$ cat src/rtl/wos_pkg.sv
package wos_pkg;
  typedef enum logic [1:0] {
    OP_LOAD  = 2'b00,
    OP_STORE = 2'b01,
    OP_NOP   = 2'b10
  } op_kind_e;
endpackage

$ cat src/rtl/wos_buffer.sv
// Slot storage for pending operations: lowest free slot is filled,
// any slot can be released by index.
module wos_buffer #(
  parameter int DEPTH  = 16,
  parameter int SEQ_W  = 6,
  parameter int WAVE_W = 4,
  parameter int ADDR_W = 8,
  parameter int DATA_W = 32,
  localparam int IDX_W = $clog2(DEPTH)
) (
  input  logic              clk,
  input  logic              rst_n,
  input  logic              wr_en,
  input  logic [1:0]        wr_kind,
  input  logic [WAVE_W-1:0] wr_wave,
  input  logic [SEQ_W-1:0]  wr_pred,
  input  logic [SEQ_W-1:0]  wr_seq,
  input  logic [SEQ_W-1:0]  wr_succ,
  input  logic              wr_last,
  input  logic [ADDR_W-1:0] wr_addr,
  input  logic [DATA_W-1:0] wr_data,
  input  logic              rel_en,
  input  logic [IDX_W-1:0]  rel_idx,
  output logic              full,
  output logic [DEPTH-1:0]  vld,
  output logic [1:0]        kind_q [DEPTH],
  output logic [WAVE_W-1:0] wave_q [DEPTH],
  output logic [SEQ_W-1:0]  pred_q [DEPTH],
  output logic [SEQ_W-1:0]  seq_q  [DEPTH],
  output logic [SEQ_W-1:0]  succ_q [DEPTH],
  output logic              last_q [DEPTH],
  output logic [ADDR_W-1:0] addr_q [DEPTH],
  output logic [DATA_W-1:0] data_q [DEPTH]
);
  logic [IDX_W-1:0] free_idx;
  logic             free_ok;

  always_comb begin
    free_idx = '0;
    free_ok  = 1'b0;
    for (int i = DEPTH - 1; i >= 0; i--) begin
      if (!vld[i]) begin
        free_idx = IDX_W'(i);
        free_ok  = 1'b1;
      end
    end
  end

  assign full = !free_ok;

  always_ff @(posedge clk or negedge rst_n) begin
    if (!rst_n) begin
      vld <= '0;
    end else begin
      for (int i = 0; i < DEPTH; i++) begin
        if (wr_en && free_ok && free_idx == IDX_W'(i))
          vld[i] <= 1'b1;
        else if (rel_en && rel_idx == IDX_W'(i))
          vld[i] <= 1'b0;
      end
    end
  end

  always_ff @(posedge clk) begin
    for (int i = 0; i < DEPTH; i++) begin
      if (wr_en && free_ok && free_idx == IDX_W'(i)) begin
        kind_q[i] <= wr_kind;
        wave_q[i] <= wr_wave;
        pred_q[i] <= wr_pred;
        seq_q[i]  <= wr_seq;
        succ_q[i] <= wr_succ;
        last_q[i] <= wr_last;
        addr_q[i] <= wr_addr;
        data_q[i] <= wr_data;
      end
    end
  end
endmodule

$ cat src/rtl/wos_match.sv
// Per-slot link comparison and lowest-index pick of the eligible slot.
module wos_match #(
  parameter int DEPTH  = 16,
  parameter int SEQ_W  = 6,
  parameter int WAVE_W = 4,
  localparam int IDX_W = $clog2(DEPTH)
) (
  input  logic [DEPTH-1:0]  vld,
  input  logic [WAVE_W-1:0] wave_q [DEPTH],
  input  logic [SEQ_W-1:0]  pred_q [DEPTH],
  input  logic [SEQ_W-1:0]  seq_q  [DEPTH],
  input  logic [WAVE_W-1:0] cur_wave,
  input  logic [SEQ_W-1:0]  last_seq,
  input  logic [SEQ_W-1:0]  last_succ,
  output logic              hit,
  output logic [IDX_W-1:0]  hit_idx
);
  localparam logic [SEQ_W-1:0] UNK = '1;

  logic [DEPTH-1:0] elig;
  logic             succ_known;

  assign succ_known = (last_succ != UNK);

  for (genvar g = 0; g < DEPTH; g++) begin : g_slot
    logic by_pred;
    logic by_succ;
    assign by_pred = (pred_q[g] != UNK) && (pred_q[g] == last_seq);
    assign by_succ = succ_known && (seq_q[g] == last_succ);
    assign elig[g] = vld[g] && (wave_q[g] == cur_wave) && (by_pred || by_succ);
  end

  always_comb begin
    hit     = 1'b0;
    hit_idx = '0;
    for (int i = DEPTH - 1; i >= 0; i--) begin
      if (elig[i]) begin
        hit     = 1'b1;
        hit_idx = IDX_W'(i);
      end
    end
  end
endmodule

$ cat src/rtl/wos_track.sv
// Expected wave and the link state of the last released operation.
module wos_track #(
  parameter int SEQ_W  = 6,
  parameter int WAVE_W = 4
) (
  input  logic              clk,
  input  logic              rst_n,
  input  logic              adv,
  input  logic [SEQ_W-1:0]  adv_seq,
  input  logic [SEQ_W-1:0]  adv_succ,
  input  logic              adv_end,
  output logic [WAVE_W-1:0] cur_wave,
  output logic [SEQ_W-1:0]  last_seq,
  output logic [SEQ_W-1:0]  last_succ
);
  localparam logic [SEQ_W-1:0] UNK   = '1;
  localparam logic [SEQ_W-1:0] START = '0;

  always_ff @(posedge clk or negedge rst_n) begin
    if (!rst_n) begin
      cur_wave  <= '0;
      last_seq  <= START;
      last_succ <= UNK;
    end else if (adv) begin
      if (adv_end) begin
        cur_wave  <= cur_wave + WAVE_W'(1);
        last_seq  <= START;
        last_succ <= UNK;
      end else begin
        last_seq  <= adv_seq;
        last_succ <= adv_succ;
      end
    end
  end
endmodule

$ cat src/rtl/wos_ldtag.sv
// Holds the wave/sequence tag of the load in flight at the memory.
module wos_ldtag #(
  parameter int SEQ_W  = 6,
  parameter int WAVE_W = 4,
  parameter int DATA_W = 32
) (
  input  logic              clk,
  input  logic              rst_n,
  input  logic              cap,
  input  logic [WAVE_W-1:0] cap_wave,
  input  logic [SEQ_W-1:0]  cap_seq,
  input  logic              rvalid,
  input  logic [DATA_W-1:0] rdata,
  output logic              ld_valid,
  output logic [WAVE_W-1:0] ld_wave,
  output logic [SEQ_W-1:0]  ld_seq,
  output logic [DATA_W-1:0] ld_data
);
  always_ff @(posedge clk or negedge rst_n) begin
    if (!rst_n) begin
      ld_wave <= '0;
      ld_seq  <= '0;
    end else if (cap) begin
      ld_wave <= cap_wave;
      ld_seq  <= cap_seq;
    end
  end

  assign ld_valid = rvalid;
  assign ld_data  = rdata;
endmodule

$ cat src/rtl/wave_order_seq.sv
module wave_order_seq #(
  parameter int DEPTH  = 16,
  parameter int SEQ_W  = 6,
  parameter int WAVE_W = 4,
  parameter int ADDR_W = 8,
  parameter int DATA_W = 32
) (
  input  logic              clk,
  input  logic              rst_n,
  input  logic              in_valid,
  output logic              in_ready,
  input  logic [1:0]        in_kind,
  input  logic [WAVE_W-1:0] in_wave,
  input  logic [SEQ_W-1:0]  in_pred,
  input  logic [SEQ_W-1:0]  in_seq,
  input  logic [SEQ_W-1:0]  in_succ,
  input  logic              in_wave_end,
  input  logic [ADDR_W-1:0] in_addr,
  input  logic [DATA_W-1:0] in_wdata,
  output logic              mem_valid,
  input  logic              mem_ready,
  output logic              mem_we,
  output logic [ADDR_W-1:0] mem_addr,
  output logic [DATA_W-1:0] mem_wdata,
  input  logic              mem_rvalid,
  input  logic [DATA_W-1:0] mem_rdata,
  output logic              ld_valid,
  output logic [WAVE_W-1:0] ld_wave,
  output logic [SEQ_W-1:0]  ld_seq,
  output logic [DATA_W-1:0] ld_data
);
  import wos_pkg::*;

  localparam int IDX_W = $clog2(DEPTH);

  logic              full;
  logic [DEPTH-1:0]  vld;
  logic [1:0]        kind_q [DEPTH];
  logic [WAVE_W-1:0] wave_q [DEPTH];
  logic [SEQ_W-1:0]  pred_q [DEPTH];
  logic [SEQ_W-1:0]  seq_q  [DEPTH];
  logic [SEQ_W-1:0]  succ_q [DEPTH];
  logic              last_q [DEPTH];
  logic [ADDR_W-1:0] addr_q [DEPTH];
  logic [DATA_W-1:0] data_q [DEPTH];

  logic              hit;
  logic [IDX_W-1:0]  hit_idx;
  logic [WAVE_W-1:0] cur_wave;
  logic [SEQ_W-1:0]  last_seq;
  logic [SEQ_W-1:0]  last_succ;

  logic [1:0]        sel_kind;
  logic [SEQ_W-1:0]  sel_seq;
  logic [SEQ_W-1:0]  sel_succ;
  logic              sel_last;
  logic              sel_nop;
  logic              retire;
  logic              ld_take;

  assign in_ready = !full;

  wos_buffer #(
    .DEPTH(DEPTH), .SEQ_W(SEQ_W), .WAVE_W(WAVE_W),
    .ADDR_W(ADDR_W), .DATA_W(DATA_W)
  ) u_buf (
    .clk     (clk),
    .rst_n   (rst_n),
    .wr_en   (in_valid && in_ready),
    .wr_kind (in_kind),
    .wr_wave (in_wave),
    .wr_pred (in_pred),
    .wr_seq  (in_seq),
    .wr_succ (in_succ),
    .wr_last (in_wave_end),
    .wr_addr (in_addr),
    .wr_data (in_wdata),
    .rel_en  (retire),
    .rel_idx (hit_idx),
    .full    (full),
    .vld     (vld),
    .kind_q  (kind_q),
    .wave_q  (wave_q),
    .pred_q  (pred_q),
    .seq_q   (seq_q),
    .succ_q  (succ_q),
    .last_q  (last_q),
    .addr_q  (addr_q),
    .data_q  (data_q)
  );

  wos_match #(
    .DEPTH(DEPTH), .SEQ_W(SEQ_W), .WAVE_W(WAVE_W)
  ) u_match (
    .vld       (vld),
    .wave_q    (wave_q),
    .pred_q    (pred_q),
    .seq_q     (seq_q),
    .cur_wave  (cur_wave),
    .last_seq  (last_seq),
    .last_succ (last_succ),
    .hit       (hit),
    .hit_idx   (hit_idx)
  );

  assign sel_kind = kind_q[hit_idx];
  assign sel_seq  = seq_q[hit_idx];
  assign sel_succ = succ_q[hit_idx];
  assign sel_last = last_q[hit_idx];
  assign sel_nop  = (sel_kind == OP_NOP);

  assign mem_valid = hit && !sel_nop;
  assign mem_we    = (sel_kind == OP_STORE);
  assign mem_addr  = addr_q[hit_idx];
  assign mem_wdata = data_q[hit_idx];

  assign retire  = hit && (sel_nop || mem_ready);
  assign ld_take = mem_valid && mem_ready && !mem_we;

  wos_track #(
    .SEQ_W(SEQ_W), .WAVE_W(WAVE_W)
  ) u_track (
    .clk       (clk),
    .rst_n     (rst_n),
    .adv       (retire),
    .adv_seq   (sel_seq),
    .adv_succ  (sel_succ),
    .adv_end   (sel_last),
    .cur_wave  (cur_wave),
    .last_seq  (last_seq),
    .last_succ (last_succ)
  );

  wos_ldtag #(
    .SEQ_W(SEQ_W), .WAVE_W(WAVE_W), .DATA_W(DATA_W)
  ) u_ldtag (
    .clk      (clk),
    .rst_n    (rst_n),
    .cap      (ld_take),
    .cap_wave (cur_wave),
    .cap_seq  (sel_seq),
    .rvalid   (mem_rvalid),
    .rdata    (mem_rdata),
    .ld_valid (ld_valid),
    .ld_wave  (ld_wave),
    .ld_seq   (ld_seq),
    .ld_data  (ld_data)
  );
endmodule

$ cat config.mk
export PLATFORM = sky130hd
export DESIGN_NAME = wave_order_seq
export DESIGN_NICKNAME = d
export VERILOG_FILES = /design/src/rtl/wos_pkg.sv /design/src/rtl/wos_buffer.sv /design/src/rtl/wos_match.sv /design/src/rtl/wos_track.sv /design/src/rtl/wos_ldtag.sv /design/src/rtl/wave_order_seq.sv
export SDC_FILE = /design/constraint.sdc
export NUM_CORES = 1
export LEC_CHECK = 0
export BUFFER_PORTS_ARGS = -buffer_cell sky130_fd_sc_hd__buf_2
export CORE_MARGIN = 2
export CORE_UTILIZATION = 30
export DETAILED_ROUTE_END_ITERATION = 16
export GPL_TIMING_DRIVEN = 0
export PLACE_DENSITY = 0.43
export RECOVER_POWER = 50
export SLEW_MARGIN = 20
export SYNTH_ARGS = -nofsm -noshare
export SYNTH_HDL_FRONTEND = slang
export SYNTH_SLANG_ARGS = --single-unit
$ cat constraint.sdc
create_clock -name clk -period 7.6 [get_ports clk]
set_input_delay 0 -clock clk [delete_from_list [all_inputs] [get_ports clk]]
set_output_delay 0 -clock clk [all_outputs]
set_load 0.1 [all_outputs]
==> impl_metrics.env <==
export IMPL_synth_nets=3222
export IMPL_rsz0062_at_grt="no"
export IMPL_root_buffer="clkbuf_16"
export IMPL_ys_seq_elements=1082
export IMPL_final_nets=3629
export IMPL_final_util_pct=36.4
export IMPL_cts_clk_slew_worst_paths_ns=0.06
export IMPL_switching_share_pct=31.4
export IMPL_cts_buffers=114
export IMPL_grt_first_pass_wirelength_um=206000
export IMPL_finalSetupTns_ns=0
export IMPL_async_reset_ff_share_pct=3.88
export IMPL_p_per_area_nw_per_um2=330
export IMPL_start_kind="flop"
export IMPL_io_buffers=154
export IMPL_yosys_area_share_adder_pct=0.0277
export IMPL_grt_pass1_vias=27000
export IMPL_die_h_um=392
export IMPL_drc=0
export IMPL_slowest_stage="o22ai_1"
export IMPL_status="complete, but fails checks"
export IMPL_path_cells="buf_4 > buf_4 > xnor2_1 > nand4_1 > o22ai_1 > nand4_1 > nand2_1 > a211oi_1 > nor2_1 > buf_2 > clkdlybuf4s15_2 > clkbuf_2 > clkbuf_1 > a21oi_1 > o221ai_1 > buf_2"
export IMPL_ff2ff_setup_slack_ns=1.34
export IMPL_core_um2=150000
export IMPL_synthMuxAreaShare_pct=4.96
export IMPL_synth_edf_count=1040
export IMPL_synth_distinct_cells=66
export IMPL_finalSetupViolCount=0
export IMPL_power_share_clock_pct=31.6
export IMPL_area_growth_pct=20.6
export IMPL_ys_flop_type="edfxtp_1"
export IMPL_grt_max_degree=37
export IMPL_period_share_pct=98.6
export IMPL_cts_tree="yes"
export IMPL_synth_simple_area_share_pct=9.09
export IMPL_start_util_pct=30.2
export IMPL_synth_area_top_cells="edfxtp_1, nand2_1, mux2i_1, xnor2_1, dfrtp_1"
export IMPL_synthXorXnorAreaFrac_pct=5.04
export IMPL_crit_start="u_track.last_succ[0]"
export IMPL_placed_cell_area_um2=50100
export IMPL_hold_depth=4
export IMPL_grt_overflow=0
export IMPL_clock_sinks=1082
export IMPL_cts_setup_buffers=0
export IMPL_tightest_slew_ns=2.35
export IMPL_dieArea_um2=154000
export IMPL_clock_tree_buffer_depth=3
export IMPL_violations="capacitance limit, slew limit"
export IMPL_final_area_um2=54500
export IMPL_die_w_um=392
export IMPL_syn_area_um2=45200
export IMPL_antenna_found_initial=12
export IMPL_crit_fanout=10
export IMPL_wl_um=147000
export IMPL_routed_via_density=4.83
export IMPL_rr_endpoint="u_track.last_seq[4]"
export IMPL_clock_fmax_ghz=0.133
export IMPL_htreeDepth=3
export IMPL_synth_compound_area_share_pct=6.54
export IMPL_yosys_warnings=0
export IMPL_synth_top_family_by_area="simple AND/OR/NAND/NOR gates"
export IMPL_seq_area_frac_synth_pct=71.5
export IMPL_post_route_min_period_ns=7.50
export IMPL_cp_required_ns=7.60
export IMPL_pwr_share_comb_pct=24.1
export IMPL_min_to="u_buf.vld[0]"
export IMPL_syn_avg_cell_area_um2=14.5
export IMPL_num_vias=27200
export IMPL_synth_top_area_share_pct=69.1
export IMPL_leakagePower_nw=19.1
export IMPL_ff2ff_path_depth=17
export IMPL_critPathArrivalTime_ns=7.50
export IMPL_num_rows=142
export IMPL_endpoint_kind="output port"
export IMPL_slew_viol_final=49
export IMPL_final_hold_viol_count=0
export IMPL_r2r_start="u_track.last_succ[0]"
export IMPL_worstSetupPathType="reg2out"
export IMPL_ioPinCount=188
export IMPL_clock_latency_ns=0.75
export IMPL_routedWlPerCell_um=26.1
export IMPL_synth_cells=3119
export IMPL_ir_worst_vdd_uv=184
export IMPL_p_seq_share_pct=44.3
export IMPL_yosysTopAreaCell="edfxtp_1"
export IMPL_hold_start="in_valid"
export IMPL_drv_cap=2
export IMPL_place_congestion=0.773
export IMPL_first_iter_violations=2274
export IMPL_dp_hpwl_um=99600
export IMPL_grtUsageTotal_pct=19.0
export IMPL_drtAntennaViolNets=0
export IMPL_hold_class="in2reg"
export IMPL_fin_skew_ns=0.0567
export IMPL_dr_pass1_iters=5
export IMPL_p_switching_mw=5.65
export IMPL_holdWs_ns=0.179
export IMPL_drive_gt1_share_pct=13.6
export IMPL_p_int_mw=12.3
export IMPL_slowest_delay_ns=0.68
export IMPL_slew_headroom_pct=-56.9
[synthesized netlist by cell type (10+ instances only)]
master / count
clkbuf_1: 83
buf_2: 52
xnor2_1: 212
buf_6: 20
nand3b_1: 10
edfxtp_1: 1040
o21ai_0: 15
dfrtp_1: 36
nand3_1: 75
a311oi_1: 53
buf_4: 54
mux2i_1: 189
nand2_1: 539
xor2_1: 48
o221ai_1: 41
mux2_1: 14
mux2_2: 17
o22ai_1: 15
nor2b_1: 59
nor2_1: 119
a211oi_1: 57
nand4_1: 55
a21oi_1: 90
inv_1: 14
a21o_1: 15
o211ai_1: 30
a31oi_1: 50
nor3_1: 20
[worst max-delay path: cells and delay by family (launching register included)]
kind	cells	cell delay, ns
compound gates	4	1.62
xor+xnor	1	0.16
buf+inv	7	3.11
flops	1	0.51
simple gates	4	1.33
[metal layers]
layer | vias to the layer above | wire length [µm] | global-route usage, %
met5 | - | 100 | 0
met3 | 193 | 7090 | 3.24
li1 | 12400 | - | -
met4 | 14 | 3670 | 4.90
met1 | 13800 | 66300 | 25.8
met2 | 718 | 69600 | 31.2
[flip-flops by register name, summed over array words and instances (netlist names)]
register           count
u_buf.data_q         512
u_buf.addr_q         128
u_buf.pred_q          96
u_buf.seq_q           96
u_buf.succ_q          96
u_buf.wave_q          64
u_buf.kind_q          32
u_buf.last_q          16
u_buf.vld             16
u_ldtag.ld_seq         6
u_track.last_seq       6
u_track.last_succ      6
u_ldtag.ld_wave        4
u_track.cur_wave       4
[worst max-delay path by stage]
stage | cells after the start | end
after detailed placement | 16 | mem_wdata[29]
after floorplan | 17 | mem_wdata[23]
after global routing | 16 | mem_addr[7]
final | 16 | mem_addr[7]
after global placement | 12 | u_buf.addr_q[62]
after CTS | 17 | mem_addr[0]
[cells in the final DEF, fill, tap and decap left out, types with 16 or more instances in the layout]
| cell | n |
|---|---|
| edfxtp_1 | 1040 |
| nand2_1 | 539 |
| xnor2_1 | 212 |
| clkbuf_1 | 196 |
| mux2i_1 | 189 |
| clkbuf_16 | 115 |
| buf_2 | 107 |
| nor2_1 | 103 |
| a21oi_1 | 90 |
| nand3_1 | 75 |
| dlygate4sd3_1 | 69 |
| nor2b_1 | 59 |
| a211oi_1 | 57 |
| nand4_1 | 55 |
| buf_4 | 54 |
| a311oi_1 | 53 |
| a31oi_1 | 50 |
| xor2_1 | 48 |
| buf_12 | 47 |
| o221ai_1 | 40 |
| dfrtp_1 | 36 |
| o211ai_1 | 30 |
| clkinv_1 | 23 |
| buf_16 | 21 |
| buf_6 | 20 |
| nor3_1 | 20 |
| clkinv_2 | 20 |
| mux2_2 | 17 |
| clkbuf_2 | 16 |
[power by group through the flow]
stage | sequential [mW] | clock (mW) | combinational [mW]
2_1_floorplan | 8.25 | 0 | 2.32
5_1_grt | 8.05 | 6.02 | 4.61
3_3_place_gp | 8.37 | 0 | 3.84
4_1_cts | 7.96 | 5.81 | 4.42
6_report | 7.96 | 5.68 | 4.34
3_5_place_dp | 8.08 | 0 | 4.37
[timing repair]
action,CTS,global route
setup endpoints to repair,21,5
hold buffers,70,0
resized for setup,10,4
endpoints found under the hold margin,1146,0
gates cloned,0,0
[final cells by class]
cell class | instances | area [µm²]
diodes | 1 | 2.50
plain buffers | 217 | 1260
clock buffers | 145 | 2990
clock inverters | 65 | 761
fillers | 14500 | 95100
inverters | 14 | 52.6
multi-input cells | 1805 | 11700
flip-flops and latches | 1082 | 32300
well taps | 2016 | 2520
repair buffers | 292 | 2860
[metrics by stage]
step | total power, mW | instances | worst slack (ns)
5_1_grt | 18.7 | 5636 | 0.0337
3_3_place_gp | 12.2 | 5289 | -2.40
2_1_floorplan | 10.6 | 3119 | 2.85
6_report | 18.0 | 5637 | 0.105
4_1_cts | 18.2 | 5637 | 0.0151
3_5_place_dp | 12.5 | 5357 | 0.306
[cells by family after synthesis]
family / count (synthesis)
and+or+nand+nor: 914
AOI/OAI and AO/OA: 410
adders and majority gates: 1
buffers and inverters: 232
muxes: 220
DFF: 1082
xor gates and xnor gates: 260
No activity file was read; power rests on OpenSTA's default activity.
